--- src/rtl/acq_pkg.sv ---
package acq_pkg;
    typedef enum logic [2:0] {
        ST_IDLE,
        ST_WSTART,
        ST_PRE,
        ST_ARMED,
        ST_POST,
        ST_WADV
    } acq_st_e;

    localparam logic [1:0] SRC_OFF  = 2'd0;
    localparam logic [1:0] SRC_LINE = 2'd1;
    localparam logic [1:0] SRC_SW   = 2'd2;
    localparam logic [1:0] SRC_PAT  = 2'd3;

    localparam int TRG_START = 0;
    localparam int TRG_REF   = 1;
    localparam int TRG_ADV   = 2;
    localparam int TRG_PAUSE = 3;
    localparam int NUM_TRG   = 4;
endpackage

--- src/rtl/acq_trig_sel.sv ---
module acq_trig_sel
    import acq_pkg::*;
#(
    parameter int NLINE = 4,
    parameter int LSW   = (NLINE > 1) ? $clog2(NLINE) : 1
) (
    input  logic             clk,
    input  logic             rst,
    input  logic [1:0]       src_i,
    input  logic [LSW-1:0]   line_i,
    input  logic             pol_i,
    input  logic [NLINE-1:0] lines_i,
    input  logic             sw_i,
    input  logic             pat_i,
    output logic             edge_o,
    output logic             act_o
);
    logic raw;
    logic prev_d, prev_q;

    always_comb begin
        case (src_i)
            SRC_LINE: raw = lines_i[line_i];
            SRC_SW:   raw = sw_i;
            SRC_PAT:  raw = pat_i;
            default:  raw = 1'b0;
        endcase
        prev_d = raw;
        edge_o = pol_i ? (raw & ~prev_q) : (~raw & prev_q);
        act_o  = (src_i != SRC_OFF) && (raw == pol_i);
    end

    always_ff @(posedge clk) begin
        if (rst) prev_q <= 1'b0;
        else     prev_q <= prev_d;
    end
endmodule

--- src/rtl/acq_rec_seq.sv ---
module acq_rec_seq
    import acq_pkg::*;
#(
    parameter int AW = 6,
    parameter int CW = 31
) (
    input  logic          clk,
    input  logic          rst,
    input  logic          arm_i,
    input  logic          vld_i,
    input  logic          start_ev_i,
    input  logic          ref_ev_i,
    input  logic          adv_ev_i,
    input  logic          start_en_i,
    input  logic          ref_en_i,
    input  logic          adv_en_i,
    input  logic          pause_i,
    input  logic [AW:0]   rec_len_i,
    input  logic [AW:0]   pre_i,
    input  logic [CW-1:0] nrec_i,
    output logic          wr_en_o,
    output logic [AW-1:0] wr_addr_o,
    output logic          rdy_start_o,
    output logic          rdy_adv_o,
    output logic          eor_o,
    output logic [AW-1:0] base_o,
    output logic [CW-1:0] cnt_o
);
    typedef struct packed {
        acq_st_e       st;
        logic [AW-1:0] wptr;
        logic [AW:0]   fill;
        logic [AW:0]   left;
        logic [AW-1:0] base;
        logic [CW-1:0] cnt;
        logic          eor;
    } seq_t;

    seq_t q, d;
    logic          cap, wr, fin;
    logic [AW-1:0] wnext;
    logic [AW:0]   wn_ext, fill_n, post_n, base_w;
    logic [CW-1:0] cnt_n;

    always_comb begin
        d      = q;
        d.eor  = 1'b0;
        fin    = 1'b0;
        cap    = (q.st == ST_PRE) || (q.st == ST_ARMED) || (q.st == ST_POST);
        wr     = cap && vld_i && !pause_i;
        if (!wr)                              wnext = q.wptr;
        else if ({1'b0, q.wptr} == rec_len_i - 1'b1) wnext = '0;
        else                                  wnext = q.wptr + 1'b1;
        wn_ext = {1'b0, wnext};
        fill_n = q.fill + {{AW{1'b0}}, wr};
        post_n = rec_len_i - pre_i;
        base_w = (wn_ext >= pre_i) ? (wn_ext - pre_i) : (wn_ext + rec_len_i - pre_i);
        cnt_n  = q.cnt + {{(CW-1){1'b0}}, 1'b1};

        case (q.st)
            ST_IDLE: if (arm_i) begin
                d.cnt  = '0;
                d.wptr = '0;
                d.fill = '0;
                d.st   = start_en_i ? ST_WSTART : ST_PRE;
            end
            ST_WSTART: if (start_ev_i) begin
                d.wptr = '0;
                d.fill = '0;
                d.st   = ST_PRE;
            end
            ST_PRE: begin
                d.wptr = wnext;
                d.fill = fill_n;
                if (fill_n >= pre_i) d.st = ST_ARMED;
            end
            ST_ARMED: begin
                d.wptr = wnext;
                if (ref_ev_i || !ref_en_i) begin
                    d.base = base_w[AW-1:0];
                    d.left = post_n;
                    if (post_n == '0) fin = 1'b1;
                    else              d.st = ST_POST;
                end
            end
            ST_POST: begin
                d.wptr = wnext;
                if (wr) begin
                    d.left = q.left - 1'b1;
                    if (q.left == {{AW{1'b0}}, 1'b1}) fin = 1'b1;
                end
            end
            ST_WADV: if (adv_ev_i) begin
                d.wptr = '0;
                d.fill = '0;
                d.st   = ST_PRE;
            end
            default: d.st = ST_IDLE;
        endcase

        if (fin) begin
            d.eor = 1'b1;
            d.cnt = cnt_n;
            if (cnt_n >= nrec_i) begin
                d.st = ST_IDLE;
            end else if (adv_en_i) begin
                d.st = ST_WADV;
            end else begin
                d.wptr = '0;
                d.fill = '0;
                d.st   = ST_PRE;
            end
        end
    end

    always_ff @(posedge clk) begin
        if (rst) q <= '0;
        else     q <= d;
    end

    assign wr_en_o     = wr;
    assign wr_addr_o   = q.wptr;
    assign rdy_start_o = (q.st == ST_WSTART);
    assign rdy_adv_o   = (q.st == ST_WADV);
    assign eor_o       = q.eor;
    assign base_o      = q.base;
    assign cnt_o       = q.cnt;


    pause_hold_chk: assert property (@(posedge clk) disable iff (rst)
        (pause_i && cap && !fin) |=> $stable(q.wptr));


    eor_count_chk: assert property (@(posedge clk) disable iff (rst)
        eor_o |-> (cnt_o == $past(cnt_o) + {{(CW-1){1'b0}}, 1'b1}));


    adv_after_eor_chk: assert property (@(posedge clk) disable iff (rst)
        $rose(rdy_adv_o) |-> eor_o);


    armed_fill_chk: assert property (@(posedge clk) disable iff (rst)
        (q.st == ST_ARMED) |-> (q.fill >= pre_i));


    ptr_range_chk: assert property (@(posedge clk) disable iff (rst)
        (q.st != ST_IDLE) |-> ({1'b0, q.wptr} < rec_len_i));


    start_no_write_chk: assert property (@(posedge clk) disable iff (rst)
        rdy_start_o |-> !wr_en_o);
endmodule

--- src/rtl/acq_record_ctrl.sv ---
module acq_record_ctrl
    import acq_pkg::*;
#(
    parameter int DEPTH = 64,
    parameter int NLINE = 4,
    parameter int CW    = 31,
    parameter int AW    = $clog2(DEPTH),
    parameter int LSW   = (NLINE > 1) ? $clog2(NLINE) : 1
) (
    input  logic                   clk,
    input  logic                   rst,
    input  logic                   arm,
    input  logic                   smp_vld,
    input  logic [NLINE-1:0]       ext_lines,
    input  logic [NUM_TRG-1:0]     sw_trig,
    input  logic                   pat_hit,
    input  logic [2*NUM_TRG-1:0]   trig_src,
    input  logic [LSW*NUM_TRG-1:0] trig_line,
    input  logic [NUM_TRG-1:0]     trig_pol,
    input  logic [AW:0]            rec_len,
    input  logic [AW:0]            pre_cnt,
    input  logic [CW-1:0]          num_rec,
    output logic                   wr_en,
    output logic [AW-1:0]          wr_addr,
    output logic [AW-1:0]          rec_base,
    output logic                   rdy_start,
    output logic                   rdy_adv,
    output logic                   eor,
    output logic [CW-1:0]          rec_cnt
);
    logic [NUM_TRG-1:0] ev, act, en;

    for (genvar i = 0; i < NUM_TRG; i++) begin : g_trig
        assign en[i] = (trig_src[2*i +: 2] != SRC_OFF);
        acq_trig_sel #(.NLINE(NLINE), .LSW(LSW)) u_sel (
            .clk     (clk),
            .rst     (rst),
            .src_i   (trig_src[2*i +: 2]),
            .line_i  (trig_line[LSW*i +: LSW]),
            .pol_i   (trig_pol[i]),
            .lines_i (ext_lines),
            .sw_i    (sw_trig[i]),
            .pat_i   (pat_hit),
            .edge_o  (ev[i]),
            .act_o   (act[i])
        );
    end

    acq_rec_seq #(.AW(AW), .CW(CW)) u_seq (
        .clk         (clk),
        .rst         (rst),
        .arm_i       (arm),
        .vld_i       (smp_vld),
        .start_ev_i  (ev[TRG_START]),
        .ref_ev_i    (ev[TRG_REF]),
        .adv_ev_i    (ev[TRG_ADV]),
        .start_en_i  (en[TRG_START]),
        .ref_en_i    (en[TRG_REF]),
        .adv_en_i    (en[TRG_ADV]),
        .pause_i     (act[TRG_PAUSE]),
        .rec_len_i   (rec_len),
        .pre_i       (pre_cnt),
        .nrec_i      (num_rec),
        .wr_en_o     (wr_en),
        .wr_addr_o   (wr_addr),
        .rdy_start_o (rdy_start),
        .rdy_adv_o   (rdy_adv),
        .eor_o       (eor),
        .base_o      (rec_base),
        .cnt_o       (rec_cnt)
    );
endmodule

--- config.mk ---
export PLATFORM = sky130hd
export DESIGN_NAME = acq_record_ctrl
export DESIGN_NICKNAME = d
export VERILOG_FILES = /design/src/rtl/acq_pkg.sv /design/src/rtl/acq_trig_sel.sv /design/src/rtl/acq_rec_seq.sv /design/src/rtl/acq_record_ctrl.sv
export SDC_FILE = /design/constraint.sdc
export NUM_CORES = 1
export LEC_CHECK = 0
export ABC_AREA = 0
export BUFFER_PORTS_ARGS = -buffer_cell sky130_fd_sc_hd__buf_2
export CORE_MARGIN = 2
export CORE_UTILIZATION = 40
export CTS_BUF_LIST = sky130_fd_sc_hd__clkbuf_8
export CTS_CLUSTER_SIZE = 8
export DETAILED_ROUTE_END_ITERATION = 8
export PLACE_DENSITY = 0.57
export REMOVE_ABC_BUFFERS = 1
export SKIP_LAST_GASP = 1
export SLEW_MARGIN = 20
export SYNTH_ARGS = -nofsm -noshare
export SYNTH_HDL_FRONTEND = slang
export SYNTH_SLANG_ARGS = --single-unit
export TNS_END_PERCENT = 30
--- constraint.sdc ---
create_clock -name clk -period 7.85 [get_ports clk]
set_input_delay 1.1775 -clock clk [delete_from_list [all_inputs] [get_ports clk]]
set_output_delay 1.1775 -clock clk [all_outputs]
set_load 0.005 [all_outputs]
==> results.sh <==
export IMPL_io_pins=125
export IMPL_start_util=0.4050
export IMPL_netlist_top_cells_count="nor2_1 (72), inv_1 (65), dfxtp_1 (64), nand2_1 (64), ha_1 (62)"
export IMPL_slowest_stage="nor3b_2"
export IMPL_fin_tns_setup_ps=0
export IMPL_antenna_found_initial=0
export IMPL_cts_sinks=64
export IMPL_finalHoldViolations=0
export IMPL_ys_ff_latch=64
export IMPL_path_max_fanout=14
export IMPL_status="complete, no violations"
export IMPL_ys_flop_type="dfxtp_1"
export IMPL_hold_class="reg2reg"
export IMPL_rows=46
export IMPL_synth_compound_area_share=0.1889
export IMPL_post_drt_via_cell_ratio=5.226
export IMPL_tritoncts="built"
export IMPL_slew_headroom=0.3533
export IMPL_core_area_um2=15770
export IMPL_min_period_ps=5171
export IMPL_vdd_drop_max_v=0.0001108
export IMPL_finClkSkew_ps=14.66
export IMPL_wire_per_inst_um=14.97
export IMPL_synth_area_leaders="dfxtp_1 (20%), ha_1 (12%), buf_4 (5.4%), nor2_1 (4.2%), a21oi_1 (4.2%)"
export IMPL_synthAdderAreaFrac=0.1434
export IMPL_drc_errors=0
export IMPL_first_global_vias=5299
export IMPL_netlist_cell_type_count=82
export IMPL_drive_gt1_frac=0.1978
export IMPL_syn_cell_area_um2=6386
export IMPL_critPathCaptureType="flip-flop"
export IMPL_vias=5911
export IMPL_globalRoute_totalOverflow=0
export IMPL_drv_cap=0
export IMPL_yosys_area_share_simple=0.2674
export IMPL_finalCritPeriodShare=0.6588
export IMPL_synth_edf_count=0
export IMPL_reg2reg_slack_ps=2680
export IMPL_post_cts_buffers=0
export IMPL_grt_use_total=0.2008
export IMPL_synth_top_area_share=0.2006
export IMPL_drtIter0Drc=314
export IMPL_crit_path_start_kind="flip-flop"
export IMPL_synth_top_area_cell="dfxtp_1"
export IMPL_numCtsBuffers=9
export IMPL_cts_htree_levels=3
export IMPL_syn_inst=836
export IMPL_finalWirelength_mm=16.93
export IMPL_post_cts_resized=0
export IMPL_crit_path_frequent_cell="ha_1"
export IMPL_cp_required_ps=8120
export IMPL_rsz0062_at_grt="false"
export IMPL_synth_yosys_seq_area_share=0.2006
export IMPL_grt_max_degree=44
export IMPL_antenna_left=0
export IMPL_avgSynthCellArea_um2=7.639
export IMPL_ctsHoldBuffers=0
export IMPL_synth_most_common_cell="nor2_1"
export IMPL_p_leak_nw=3.266
export IMPL_cts_max_path_buffers=2
export IMPL_synthMuxAreaShare=0.02723
export IMPL_syn2layout_area_growth_pct=11.62
export IMPL_crit_type="reg2reg"
export IMPL_timing_final_max_slew_violations=0
export IMPL_cpPeakStageDelay_ps=770
export IMPL_nets=1057
export IMPL_grt_pass1_wl_mm=26.87
export IMPL_whs_ps=470.2
export IMPL_clock_latency_ps=360
export IMPL_async_reset_ff_frac=0
export IMPL_die_area_um2=16990
export IMPL_crit_arrival_ps=5450
export IMPL_n_antenna_cell=0
export IMPL_yosys_warnings=0
export IMPL_path_clk_slew_ps=80
export IMPL_firstDrtPassIters=5
export IMPL_dieWidth_um=130.4
export IMPL_p_per_area_nw_per_um2=151.9
export IMPL_synth_top_family_by_area="simple AND/OR/NAND/NOR gates"
export IMPL_cts_root_buf="clkbuf_8"
export IMPL_place_hpwl_mm=13.26
export IMPL_synth_xor_area_frac=0.06681
export IMPL_worstPathCellList="nor3b_2, o21a_1, nand4_2, clkinv_1, ha_1, ha_1, nand3_1, nor2_1, xor2_1, ha_1, nand4_1, o2111ai_1, a21oi_1, a311oi_1, a211oi_1, a31oi_1, a221oi_2"
export IMPL_worstMarginPinSlew_ps=961.2
export IMPL_portBuffers=124
export IMPL_fp_dieH_um=130.4
export IMPL_setup_viol=0
export IMPL_fmax_mhz=193.4
export IMPL_place_gp_congestion=0.8853
## per-layer routing
layer,global-route usage,vias up,share of wire
li1,-,3078,-
met1,0.2724,2663,0.48
met2,0.3261,151,0.45
met3,0.03854,19,0.054
met4,0.05695,0,0.016
met5,0,-,0
## power by group
part	total, mW	switching, mW	leakage, nW	internal [mW]
combinational	0.377	0.232	2.63	0.146
sequential	0.361	0.0251	0.517	0.336
clock	0.344	0.145	0.121	0.199
total	1.08	0.402	3.27	0.681
## flip-flops by register name (all words and copies together) (netlist names)
signal / cells
u_seq.cnt_o: 31
g_trig.u_sel.prev_q: 3
u_seq.base_o: 6
u_seq.eor_o: 1
u_seq.wr_addr_o: 6
u_seq.q: 17
## critical path: cells and delay by family (launching register included)
kind	cells	cell delay [ps]
adders and majority gates	3	770
DFF	1	610
buffers and inverters	1	350
xor gates and xnor gates	1	240
AOI/OAI and AO/OA	7	1600
and+or+nand+nor	5	1500
## cells in the final DEF, fill, tap and decap left out, types with 25 or more instances in the layout
cell / synthesis / layout
a21oi_1: 53 / 53
nor2_1: 72 / 72
xnor2_1: 25 / 25
inv_1: 65 / 65
o21ai_0: 36 / 36
buf_2: 5 / 124
nand3_1: 53 / 53
dfxtp_1: 64 / 64
ha_1: 62 / 62
nand2_1: 64 / 64
## worst paths after layout
kind | from | endpoint | depth (start not counted)
setup reg to reg | u_seq.q[60] | u_seq.q[58] | 17
setup / recovery | u_seq.q[60] | u_seq.q[58] | 17
hold reg to reg | u_seq.base_o[0] | u_seq.base_o[0] | 2
hold / removal | u_seq.base_o[0] | u_seq.base_o[0] | 2
## final cells by class
type	count	area (um^2)
well taps	216	270.3
multi-input cells	640	4437
fillers	1630	8642
flip-flops and latches	64	1281
clock inverters	5	86.33
repair buffers	128	650.6
clock buffers	11	151.4
inverters	67	251.5
## per-stage QoR
stage	cell area (um^2)	util	power (mW)	worst slack, ps	cells
global route	7128	0.4520	1.162	2184	1131
CTS	7122	0.4516	1.094	2516	1131
finish	7128	0.4520	1.083	2679	1131
detailed placement	6884	0.4365	0.7429	2267	1115
floorplan	5963	-	0.6207	2987	771
global placement	6884	0.4365	0.7462	2414	1115
## cell families after synthesis
group | Yosys count
buffers and inverters | 132
muxes | 16
AOI/OAI and AO/OA | 183
DFF | 64
adders and majority gates | 69
and+or+nand+nor | 325
xor gates and xnor gates | 47
No activity file was read; power rests on OpenSTA's default activity.
